<file path="config.mk">
export PLATFORM = sky130hd
export DESIGN_NAME = cea_vendor_scan
export DESIGN_NICKNAME = d
export VERILOG_FILES = /design/src/rtl/evp_pkg.sv /design/src/rtl/evp_capture.sv /design/src/rtl/evp_base.sv /design/src/rtl/evp_walker.sv /design/src/rtl/cea_vendor_scan.sv
export SDC_FILE = /design/constraint.sdc
export NUM_CORES = 2
export LEC_CHECK = 0
export CELL_PAD_IN_SITES_DETAIL_PLACEMENT = 1
export CELL_PAD_IN_SITES_GLOBAL_PLACEMENT = 1
export CORE_UTILIZATION = 53
export DETAILED_ROUTE_END_ITERATION = 6
export HOLD_SLACK_MARGIN = 0.15
export PLACE_DENSITY_LB_ADDON = 0.1
export SETUP_SLACK_MARGIN = 0.3
export SYNTH_ARGS = -nofsm -noshare
export SYNTH_HDL_FRONTEND = slang
export SYNTH_SLANG_ARGS = --single-unit
</file>
<file path="constraint.sdc">
create_clock -name clk -period 10.9 [get_ports clk]
set_input_delay 1.635 -clock clk [delete_from_list [all_inputs] [get_ports clk]]
set_output_delay 1.635 -clock clk [all_outputs]
set_load 0.02 [all_outputs]
</file>
<file path="src/rtl/evp_pkg.sv">
package evp_pkg;

   typedef enum logic [2:0] {
      PS_IDLE,
      PS_WALK,
      PS_B8,
      PS_FLAG,
      PS_CNT,
      PS_EMIT
   } pstate_t;

   // relative field offsets selected by the latency-present bits
   localparam int OFS_NO_LAT  = 9;
   localparam int OFS_ONE_LAT = 11;
   localparam int OFS_TWO_LAT = 13;

   // bit positions inside vendor byte 8
   localparam int HVP_BIT  = 5;
   localparam int ILAT_BIT = 6;
   localparam int LAT_BIT  = 7;

endpackage

</file>
<file path="src/rtl/evp_capture.sv">
module evp_capture #(
   parameter int DEPTH   = 128,
   parameter int LIM_IDX = 2,
   localparam int AW     = $clog2(DEPTH)
) (
   input  logic          clk,
   input  logic          rst_n,
   input  logic          accept,
   input  logic          in_valid,
   input  logic          in_sop,
   input  logic [7:0]    in_byte,
   input  logic [AW-1:0] rd_addr,
   output logic [7:0]    rd_data,
   output logic [7:0]    lim_byte,
   output logic          full
);

   localparam logic [AW-1:0] LAST = AW'(DEPTH - 1);

   logic [7:0]    mem [DEPTH];
   logic [AW-1:0] wr_idx;
   logic          filling;
   logic          wr_en;
   logic [AW-1:0] wr_addr;

   always_comb begin
      wr_en   = accept && in_valid && (in_sop || filling);
      wr_addr = in_sop ? '0 : wr_idx;
   end

   always_ff @(posedge clk) begin
      if (wr_en) mem[wr_addr] <= in_byte;
   end

   always_ff @(posedge clk) begin
      if (!rst_n) begin
         wr_idx  <= '0;
         filling <= 1'b0;
         full    <= 1'b0;
      end else begin
         full <= 1'b0;
         if (wr_en) begin
            if (in_sop) begin
               wr_idx  <= AW'(1);
               filling <= 1'b1;
            end else if (wr_idx == LAST) begin
               wr_idx  <= '0;
               filling <= 1'b0;
               full    <= 1'b1;
            end else begin
               wr_idx <= wr_idx + AW'(1);
            end
         end
      end
   end

   assign rd_data  = mem[rd_addr];
   assign lim_byte = mem[LIM_IDX];

endmodule

</file>
<file path="src/rtl/evp_base.sv">
module evp_base
   import evp_pkg::*;
(
   input  logic [7:0] cap_byte,
   output logic [5:0] rel_ofs
);

   always_comb begin
      if (!cap_byte[LAT_BIT])       rel_ofs = 6'(OFS_NO_LAT);
      else if (!cap_byte[ILAT_BIT]) rel_ofs = 6'(OFS_ONE_LAT);
      else                          rel_ofs = 6'(OFS_TWO_LAT);
   end

endmodule

</file>
<file path="src/rtl/evp_walker.sv">
module evp_walker
   import evp_pkg::*;
#(
   parameter int DEPTH      = 128,
   parameter int FMT_W      = 9,
   parameter int FMT_BASE   = 127,
   parameter int TAG_VS     = 3,
   parameter int MIN_LEN    = 9,
   parameter int WALK_START = 4,
   localparam int AW        = $clog2(DEPTH),
   localparam int PW        = AW + 1
) (
   input  logic             clk,
   input  logic             rst_n,
   input  logic             start,
   input  logic [7:0]       lim_byte,
   input  logic [7:0]       rd_data,
   input  logic [5:0]       base_rel,
   output logic [AW-1:0]    rd_addr,
   output logic             busy,
   output logic             fmt_valid,
   output logic [FMT_W-1:0] fmt_num,
   output logic             done,
   output logic             err,
   output logic             absent,
   output logic             has_3d,
   output logic [1:0]       multi_3d
);

   pstate_t       state, nxt;
   logic [PW-1:0] ptr, lim;
   logic [AW-1:0] vs;
   logic [4:0]    vlen;
   logic [5:0]    base;
   logic [2:0]    cnt, idx;
   logic          t3d;
   logic [1:0]    tmul;

   logic [2:0]    hdr_tag;
   logic [4:0]    hdr_len;
   logic [PW:0]   blk_end;
   logic [2:0]    cnt_f;
   logic          fin, fin_err, fin_abs, emit, step, ld_vs, ld_flags, ld_cnt;

   always_comb begin
      hdr_tag = rd_data[7:5];
      hdr_len = rd_data[4:0];
      cnt_f   = rd_data[7:5];
      blk_end = {1'b0, ptr} + (PW+1)'(hdr_len);
   end

   always_comb begin
      case (state)
         PS_WALK: rd_addr = ptr[AW-1:0];
         PS_B8:   rd_addr = vs + AW'(8);
         PS_FLAG: rd_addr = vs + AW'(base);
         PS_CNT:  rd_addr = vs + AW'(base) + AW'(1);
         PS_EMIT: rd_addr = vs + AW'(base) + AW'(2) + AW'(idx);
         default: rd_addr = '0;
      endcase
   end

   always_comb begin
      nxt      = state;
      fin      = 1'b0;
      fin_err  = 1'b0;
      fin_abs  = 1'b0;
      emit     = 1'b0;
      step     = 1'b0;
      ld_vs    = 1'b0;
      ld_flags = 1'b0;
      ld_cnt   = 1'b0;
      case (state)
         PS_IDLE: if (start) nxt = PS_WALK;
         PS_WALK: begin
            if (ptr >= lim) begin
               fin = 1'b1; fin_abs = 1'b1; nxt = PS_IDLE;
            end else if (blk_end >= {1'b0, lim}) begin
               fin = 1'b1; fin_err = 1'b1; nxt = PS_IDLE;
            end else if (hdr_tag == 3'(TAG_VS)) begin
               if (hdr_len < 5'(MIN_LEN)) begin
                  fin = 1'b1; fin_abs = 1'b1; nxt = PS_IDLE;
               end else begin
                  ld_vs = 1'b1; nxt = PS_B8;
               end
            end else begin
               step = 1'b1;
            end
         end
         PS_B8: begin
            if (!rd_data[HVP_BIT]) begin
               fin = 1'b1; fin_abs = 1'b1; nxt = PS_IDLE;
            end else if (7'(base_rel) + 7'd1 > 7'(vlen)) begin
               fin = 1'b1; fin_err = 1'b1; nxt = PS_IDLE;
            end else begin
               nxt = PS_FLAG;
            end
         end
         PS_FLAG: begin
            ld_flags = 1'b1; nxt = PS_CNT;
         end
         PS_CNT: begin
            if (7'(base) + 7'd1 + 7'(cnt_f) > 7'(vlen)) begin
               fin = 1'b1; fin_err = 1'b1; nxt = PS_IDLE;
            end else if (cnt_f == 3'd0) begin
               fin = 1'b1; nxt = PS_IDLE;
            end else begin
               ld_cnt = 1'b1; nxt = PS_EMIT;
            end
         end
         PS_EMIT: begin
            emit = 1'b1;
            if (idx == 3'(cnt - 3'd1)) begin
               fin = 1'b1; nxt = PS_IDLE;
            end
         end
         default: nxt = PS_IDLE;
      endcase
   end

   always_ff @(posedge clk) begin
      if (!rst_n) begin
         state     <= PS_IDLE;
         ptr       <= '0;
         lim       <= '0;
         vs        <= '0;
         vlen      <= '0;
         base      <= '0;
         cnt       <= '0;
         idx       <= '0;
         t3d       <= 1'b0;
         tmul      <= '0;
         fmt_valid <= 1'b0;
         fmt_num   <= '0;
         done      <= 1'b0;
         err       <= 1'b0;
         absent    <= 1'b0;
         has_3d    <= 1'b0;
         multi_3d  <= '0;
      end else begin
         state     <= nxt;
         done      <= fin;
         fmt_valid <= emit;
         if (state == PS_IDLE && start) begin
            ptr      <= PW'(WALK_START);
            if (int'(lim_byte) > DEPTH) lim <= PW'(DEPTH);
            else                        lim <= PW'(lim_byte);
            err      <= 1'b0;
            absent   <= 1'b0;
            has_3d   <= 1'b0;
            multi_3d <= '0;
         end
         if (step) ptr <= PW'(blk_end + (PW+1)'(1));
         if (ld_vs) begin
            vs   <= ptr[AW-1:0];
            vlen <= hdr_len;
         end
         if (state == PS_B8) base <= base_rel;
         if (ld_flags) begin
            t3d  <= rd_data[7];
            tmul <= rd_data[6:5];
         end
         if (ld_cnt) begin
            cnt <= cnt_f;
            idx <= '0;
         end
         if (emit) begin
            idx     <= idx + 3'd1;
            fmt_num <= FMT_W'(FMT_BASE) + FMT_W'(rd_data);
         end
         if (fin) begin
            err      <= fin_err;
            absent   <= fin_abs;
            has_3d   <= !fin_err && !fin_abs && t3d;
            multi_3d <= (!fin_err && !fin_abs) ? tmul : 2'b00;
         end
      end
   end

   assign busy = (state != PS_IDLE);

endmodule

</file>
<file path="src/rtl/cea_vendor_scan.sv">
module cea_vendor_scan #(
   parameter int DEPTH      = 128,
   parameter int FMT_W      = 9,
   parameter int FMT_BASE   = 127,
   parameter int TAG_VS     = 3,
   parameter int MIN_LEN    = 9,
   parameter int WALK_START = 4,
   parameter int LIM_IDX    = 2,
   localparam int AW        = $clog2(DEPTH)
) (
   input  logic             clk,
   input  logic             rst_n,
   input  logic             in_valid,
   input  logic             in_sop,
   input  logic [7:0]       in_byte,
   output logic             fmt_valid,
   output logic [FMT_W-1:0] fmt_num,
   output logic             done,
   output logic             err,
   output logic             absent,
   output logic             has_3d,
   output logic [1:0]       multi_3d
);

   if ((1 << AW) != DEPTH) begin : g_bad_depth
      $error("DEPTH must be a power of two");
   end
   if ((1 << FMT_W) <= FMT_BASE + 255) begin : g_bad_fmt
      $error("FMT_W too narrow for FMT_BASE plus an 8-bit code");
   end
   if (WALK_START >= DEPTH || LIM_IDX >= WALK_START) begin : g_bad_ofs
      $error("walk start or limit index out of range");
   end

   logic          full, busy;
   logic [AW-1:0] rd_addr;
   logic [7:0]    rd_data, lim_byte;
   logic [5:0]    base_rel;

   evp_capture #(.DEPTH(DEPTH), .LIM_IDX(LIM_IDX)) u_cap (
      .clk      (clk),
      .rst_n    (rst_n),
      .accept   (!busy && !full),
      .in_valid (in_valid),
      .in_sop   (in_sop),
      .in_byte  (in_byte),
      .rd_addr  (rd_addr),
      .rd_data  (rd_data),
      .lim_byte (lim_byte),
      .full     (full)
   );

   evp_base u_base (
      .cap_byte (rd_data),
      .rel_ofs  (base_rel)
   );

   evp_walker #(
      .DEPTH(DEPTH), .FMT_W(FMT_W), .FMT_BASE(FMT_BASE),
      .TAG_VS(TAG_VS), .MIN_LEN(MIN_LEN), .WALK_START(WALK_START)
   ) u_walk (
      .clk       (clk),
      .rst_n     (rst_n),
      .start     (full),
      .lim_byte  (lim_byte),
      .rd_data   (rd_data),
      .base_rel  (base_rel),
      .rd_addr   (rd_addr),
      .busy      (busy),
      .fmt_valid (fmt_valid),
      .fmt_num   (fmt_num),
      .done      (done),
      .err       (err),
      .absent    (absent),
      .has_3d    (has_3d),
      .multi_3d  (multi_3d)
   );

endmodule

</file>
Word level (Yosys, flattened, before mapping)
Memories as Yosys holds them, arrays and structs flattened.
Cells that the tools add are included.
Storage, ports and cells
  bits in read-only memories: 0
  RAM bits: 1024
  logic and storage cells: 142
  latch bits: 0
  output and inout port bits: 16
  memories kept: 1
  input bits: 12
  register bits after elaboration: 71
Memories
  u_cap.mem: words 128, bits a word 8, rd ports 2, clocked after Yosys merged registers in 0, wr ports 1, line evp_capture.sv:20  | logic [7:0] mem [DEPTH];
Cells by class
  mux-type cells: 67
  bitwise operators: 2
  $add $sub $neg: 14
  eq/ne operators: 11
  multiply operators: 0
  shifts and indexed selects: 0
  reduce and logical (&&, ||, !) cells: 21
  order comparisons: 6
  divide/modulo/power cells: 0
Operators with widths (count)
  $mux W1: 39
  $pmux W7 S5: 1
  $mux W3: 11
  $mux W8: 3
  $mux W7: 3
  $pmux W3 S6: 1
  $add A6 B1 Y7 const B: 2
  $add A7 B1 Y7 const B: 2
  $add A7 B3 Y7: 2
  $gt A7 B5 Y1: 2
  $mux W2: 5
  $add A7 B8 Y9 const A: 1
  $add A8 B5 Y9: 1
  $eq A3 B2 Y1 const B: 3
  $ge A9 B8 Y1: 1
  $add A8 B1 Y8 const B: 1
  $ge A8 B8 Y1: 1
  $gt A8 B8 Y1 const B: 1
  $reduce_bool A2 Y1: 4
  $add A7 B2 Y7 const B: 1
  $add A7 B4 Y7 const B: 1
  $add A7 B6 Y7: 1
  $eq A7 B7 Y1 const B: 1
  $eq A3 B3 Y1 const B: 2
  21 further kinds: 31

Longest topological paths before layout
An unclocked memory read counts as a cell.
  depth after elaboration: 16
  mapped depth: 39
  depth with buffers taken out: 35

Modules after synthesis
A second synthesis with hierarchy kept.
Second synthesis, totals
  cells, all modules: 2254
  area total of the unflattened synthesis: 44559.0 um^2
Modules (own cells, without submodules)
  evp_capture: sequential area each 30929.7 um^2, cells an instance 1665, area each 39843.2 um^2, instances 1
  evp_walker: sequential area each 1241.2 um^2, cells an instance 580, area each 4658.2 um^2, instances 1
  evp_base: sequential area each 0.0 um^2, cells an instance 8, area each 53.8 um^2, instances 1
  cea_vendor_scan: sequential area each 0.0 um^2, cells an instance 1, area each 3.8 um^2, instances 1

Least setup slack after synthesis
No wires, ideal clock.
  kind: register to register
  start point: register u_walk.base[0]
  end point: register u_walk.ptr[5]
  setup time: 0.071 ns
  required time: 10.829 ns
  cell stages (with the launch flop): 36
  buffers on the path: 3
  period minus slack after synthesis: 7.623 ns
  arrival time: 7.552 ns
  slack: 3.277 ns
  cell sequence: dfxtp_1 ha_1 inv_1 fa_1 xor2_1 inv_1 ha_1 inv_1 fa_1 xnor2_1 mux2i_1 o22ai_1 nor4_2 clkbuf_1 buf_1 a22o_1 a221oi_1 o211ai_1 o211ai_2 inv_1 ha_1 inv_1 fa_1 xnor2_1 ha_1 a21o_1 a21o_1 a21o_1 a21o_1 a21o_1 a21oi_1 nand3_1 a21o_1 buf_6 or3_1 a21oi_1
On the way
  word-level cells in the longest chain between the ends: 11
  elaborated cells between the ends (all ways): 16
  classes of those cells: add/sub (6); order compare (1); eq/ne (1); mux (6); reduce/logical (1); memory (1)
RTL lines
  from (decl): line evp_walker.sv:34  | logic [5:0] base;
  from (signal assigned): line evp_walker.sv:158  | if (state == PS_B8) base <= base_rel;
  $add A7 B6 Y7 *: line evp_walker.sv:56, evp_walker.sv:57, evp_walker.sv:58
  $add A7 B2 Y7: line evp_walker.sv:58  | PS_EMIT: rd_addr = vs + AW'(base) + AW'(2) + AW'(idx);
  $add A7 B3 Y7: line evp_walker.sv:58
  $pmux W7 S5 *: line evp_walker.sv:53  | case (state)
  $mem_v2 Z128 W8 *
  named net rd_data[0]: line cea_vendor_scan.sv:37  | logic [7:0] rd_data, lim_byte;
  $add A8 B5 Y9 *: line evp_walker.sv:49  | blk_end = {1'b0, ptr} + (PW+1)'(hdr_len);
  $ge A9 B8 Y1: line evp_walker.sv:78  | end else if (blk_end >= {1'b0, lim}) begin
  $mux W1: line evp_walker.sv:78
  $mux W1: line evp_walker.sv:76  | if (ptr >= lim) begin
  $mux W1: line evp_walker.sv:73  | case (state)
  $mux W8 / $reduce_bool A2 Y1 (equally long branches)
  to (signal assigned): line evp_walker.sv:145  | ptr <= PW'(WALK_START);
  to (signal assigned): line evp_walker.sv:153  | if (step) ptr <= PW'(blk_end + (PW+1)'(1));
  to (decl): line evp_walker.sv:31  | logic [PW-1:0] ptr, lim;
The timed path passes the listed nets; every way through them passes the cells marked *.
A chain may end at the register's enable or synchronous reset.

Final worst setup path
  start point: register u_walk.base[0]
  end point: register u_walk.vs[4]
On the way
  word-level cells in the longest chain between the ends: 11
  elaborated cells between the ends (all ways): 15
  classes of those cells: add/sub (5); order compare (2); eq/ne (1); mux (6); memory (1)
RTL lines
  $add A7 B6 Y7 *: line evp_walker.sv:56, evp_walker.sv:57, evp_walker.sv:58
  $add A7 B2 Y7: line evp_walker.sv:58
  $add A7 B3 Y7: line evp_walker.sv:58
  $pmux W7 S5 *: line evp_walker.sv:53
  $mem_v2 Z128 W8 *
  named net rd_data[0]: line cea_vendor_scan.sv:37
  parallel branches: the longest is 3 deep, another holds $add A8 B5 Y9
  $mux W1 *: line evp_walker.sv:78
  $mux W1 *: line evp_walker.sv:76
  $mux W1 *: line evp_walker.sv:73
  to (signal assigned): line evp_walker.sv:155  | vs <= ptr[AW-1:0];
  to (decl): line evp_walker.sv:32  | logic [AW-1:0] vs;
Mark *: on every way through the listed nets, which the timed path passes.

==> load_flow_metrics.sql <==
INSERT INTO impl_metrics (metric_group, metric, value, unit) VALUES
('outcome', 'result_of_the_run', 'finished with violations', ''),
('outcome', 'violations', 'max-capacitance violations, max-slew violations', ''),
('routing', 'drtAntennaViolNets', '0', ''),
('global_route', 'pin_count_of_the_biggest_net_entering_global_routing', '108', ''),
('clocking', 'clock_transition_at_the_register_clock_pins_on_the_worst_setup_and_hold_paths_after_cts', '0.06', 'ns'),
('floorplan', 'floorplan.die.height', '299', 'um'),
('floorplan', 'die_w', '299', 'um'),
('finish', 'multiInputGateArea', '13300', 'um2'),
('worst_setup_path', 'worstPathArrival', '10.77', 'ns'),
('job', 'drv_cap', '1', ''),
('clocking', 'tritoncts', 'done', ''),
('synthesis', 'synth-compound-area-share', '0.0991', ''),
('routing', 'dr.pass1.iters', '6', ''),
('timing', 'max_freq', '98.5', 'MHz'),
('synthesis', 'post_synth_xor_area_fraction', '0.00617', ''),
('floorplan', 'ios', '28', ''),
('timing', 'worst_pin_slew', '1.51', 'ns'),
('placement', 'globalplace.congestion', '0.903', ''),
('clocking', 'cts.repair_timing.setup_buffer_count', '0', ''),
('global_route', 'antenna_violations_before_repair', '4', ''),
('routing', 'dr_total_vias', '32100', ''),
('synthesis', 'synthesis.area', '46800', 'um2'),
('finish', 'layout.cells.most_common', 'sky130_fd_sc_hd__edfxtp_1', ''),
('timing', 'period_needed', '10.15', 'ns'),
('finish', 'nNetsFinal', '3562', ''),
('floorplan', 'placeable_core_region', '87200', 'um2'),
('synthesis', 'synthMuxAreaShare', '0.0319', ''),
('global_route', 'grtUsageTotal', '0.348', ''),
('power_and_ir_drop', 'power.ir.vdd_worst', '0.185', 'mV'),
('worst_setup_path', 'max_stage_delay', '0.69', 'ns'),
('clocking', 'cts_max_path_buffers', '3', ''),
('timing', 'worst_slew_margin_rel', '-0.0296', ''),
('clocking', 'clkSinkCount', '1092', ''),
('floorplan', 'fp.dieArea', '89500', 'um2'),
('worst_setup_path', 'cp_data_required_time', '11.52', 'ns'),
('min_path', 'classification_of_the_worst_slack_hold_path', 'reg -> reg', ''),
('finish', 'final-seq-area', '32100', 'um2'),
('clocking', 'cts_max_level', '3', ''),
('synthesis', 'postSynthRegisterBits', '1092', ''),
('timing', 'setup_total_negative_slack', '0', 'ns'),
('finish', 'filler_free_cell_count_of_the_finished_design', '4745', ''),
('synthesis', 'synth_top_family_by_area', 'simple AND/OR/NAND/NOR gates', ''),
('clocking', 'tritoncts.num_buffers', '113', ''),
('finish', 'final_layout_size_suffix_gt1_frac', '0.0995', ''),
('routing', 'wl_per_cell', '32.8', 'um'),
('synthesis', 'yosysWarningCount', '0', ''),
('timing', 'timing_max_transition_violations_final', '2', ''),
('worst_setup_path', 'crit_slowest_cell', 'sky130_fd_sc_hd__nor3_4', ''),
('placement', 'io_buffers', '27', ''),
('clocking', 'cts_root_cell', 'sky130_fd_sc_hd__clkbuf_16', ''),
('worst_setup_path', 'crit_path_max_fanout', '25', ''),
('synthesis', 'postSynthNetCount', '3587', ''),
('floorplan', 'initial_utilization', '0.537', ''),
('timing', 'whs', '0.458', 'ns'),
('placement', 'detailed_place_hpwl', '94700', 'um'),
('placement', 'post-place-ws', '0.946', 'ns'),
('timing', 'setup_violations', '0', ''),
('power_and_ir_drop', 'pwr_density_cell', '166', 'nW/um2'),
('routing', 'number_of_remaining_drc_errors', '0', ''),
('synthesis', 'ys_types', '106', ''),
('routing', 'routed_wl', '155000', 'um'),
('clocking', 'hold_buffers', '0', ''),
('timing', 'final_period_utilization', '0.931', ''),
('synthesis', 'postSynth.asyncResetShare', '0', ''),
('clocking', 'clkLatencyLatePin', '0.72', 'ns'),
('worst_setup_path', 'worst_setup_path_end_kind', 'register', ''),
('synthesis', 'ys_dominant_reg_cell', 'sky130_fd_sc_hd__edfxtp_1', ''),
('timing', 'setup_ws', '0.752', 'ns'),
('finish', 'layout.cells.most_common_list', 'sky130_fd_sc_hd__edfxtp_1 (1024), sky130_fd_sc_hd__nand2_1 (594), sky130_fd_sc_hd__nand3_1 (224)', ''),
('synthesis', 'synth_simple_gate_area_share', '0.127', ''),
('global_route', 'global_route.overflow_total', '0', '');
==> metal layers <==
metal | vias to the layer above | routed length, um | track usage
met4 | 6 | 7720 | 0.159
met3 | 412 | 13700 | 0.0652
li1 | 13400 | - | -
met2 | 1706 | 72800 | 0.550
met5 | - | 41 | 0
met1 | 16600 | 61200 | 0.470
==> synthesized netlist by cell type, drive strengths merged, types with 50 or more instances <==
cell,number,area [um2]
a211oi,133,1010
a21oi,93,469
a311oi,56,490
a31oi,65,425
and3,122,763
buf,158,1090
clkbuf,98,368
dfxtp,68,1360
edfxtp,1024,30700
ha,50,626
mux2i,75,763
nand2,597,2240
nand3,230,1150
nor2,211,807
o21ai,67,335
==> cell families (layout without fill, tap and decap cells) <==
logic type,count (synthesis),in the layout
simple gates,1298,1298
flops,1092,1092
compound gates,630,630
buf+inv,303,371
mux,111,111
fa+ha+maj,54,54
xor+xnor,33,33
other cells,0,1
==> path summary, 6_finish.rpt <==
kind	startpoint	end	slack, ns	cells after the start
min	u_walk.fmt_num[8]	u_walk.fmt_num[8]	0.46	2
max reg2reg	u_walk.base[0]	u_walk.vs[4]	0.75	33
min reg2reg	u_walk.fmt_num[8]	u_walk.fmt_num[8]	0.46	2
max	u_walk.base[0]	u_walk.vs[4]	0.75	33
==> where the power goes <==
part	switching (mW)	internal, mW	leakage, nW
sequential	0.00150	4.58	9.75
combinational	0.116	0.0237	5.35
clock	1.64	2.19	1.77
total	1.76	6.80	16.9
==> registers in the layout (all words and copies together), names as in the netlist <==
signal and flops:
u_walk.lim 8, u_walk.t3d 1, u_walk.ptr 8, u_walk.state 3, u_walk.tmul 2, u_walk.base 3
u_walk.fmt_num 9, u_walk.idx 3, u_walk.absent 1, u_walk.has_3d 1, u_walk.vs 7, u_cap.full 1
u_cap.mem 1024, u_cap.wr_idx 7, u_walk.err 1, u_walk.done 1, u_walk.cnt 3, u_walk.fmt_valid 1
u_walk.vlen 5, u_cap.filling 1, u_walk.multi_3d 2
==> area by class of cell <==
class | count | area share
clock buffers | 141 | 0.0580
flip-flops and latches | 1092 | 0.622
inverters | 47 | 0.00341
well taps | 1155 | 0.0280
multi-input cells | 2126 | 0.257
repair buffers | 116 | 0.0207
clock inverters | 67 | 0.0117
diodes | 1 | 0.0000484
==> tightest hold or removal path, cell delays in order (launching register included) <==
cell and delay [ns]:
sky130_fd_sc_hd__dfxtp_1 0.31, sky130_fd_sc_hd__nand2_1 0.05, sky130_fd_sc_hd__a21oi_1 0.05
==> per-stage QoR <==
step / instance area, um2 / power (mW) / utilization
6_report: 51700 / 8.56 / 0.593
3_5_place_dp: 48100 / 4.81 / 0.551
2_1_floorplan: 46800 / 4.71 / -
4_1_cts: 51700 / 8.57 / 0.593
3_3_place_gp: 48100 / 4.81 / 0.551
5_1_grt: 51700 / 8.71 / 0.593
Note: power is estimated with default switching activity, not from simulation.
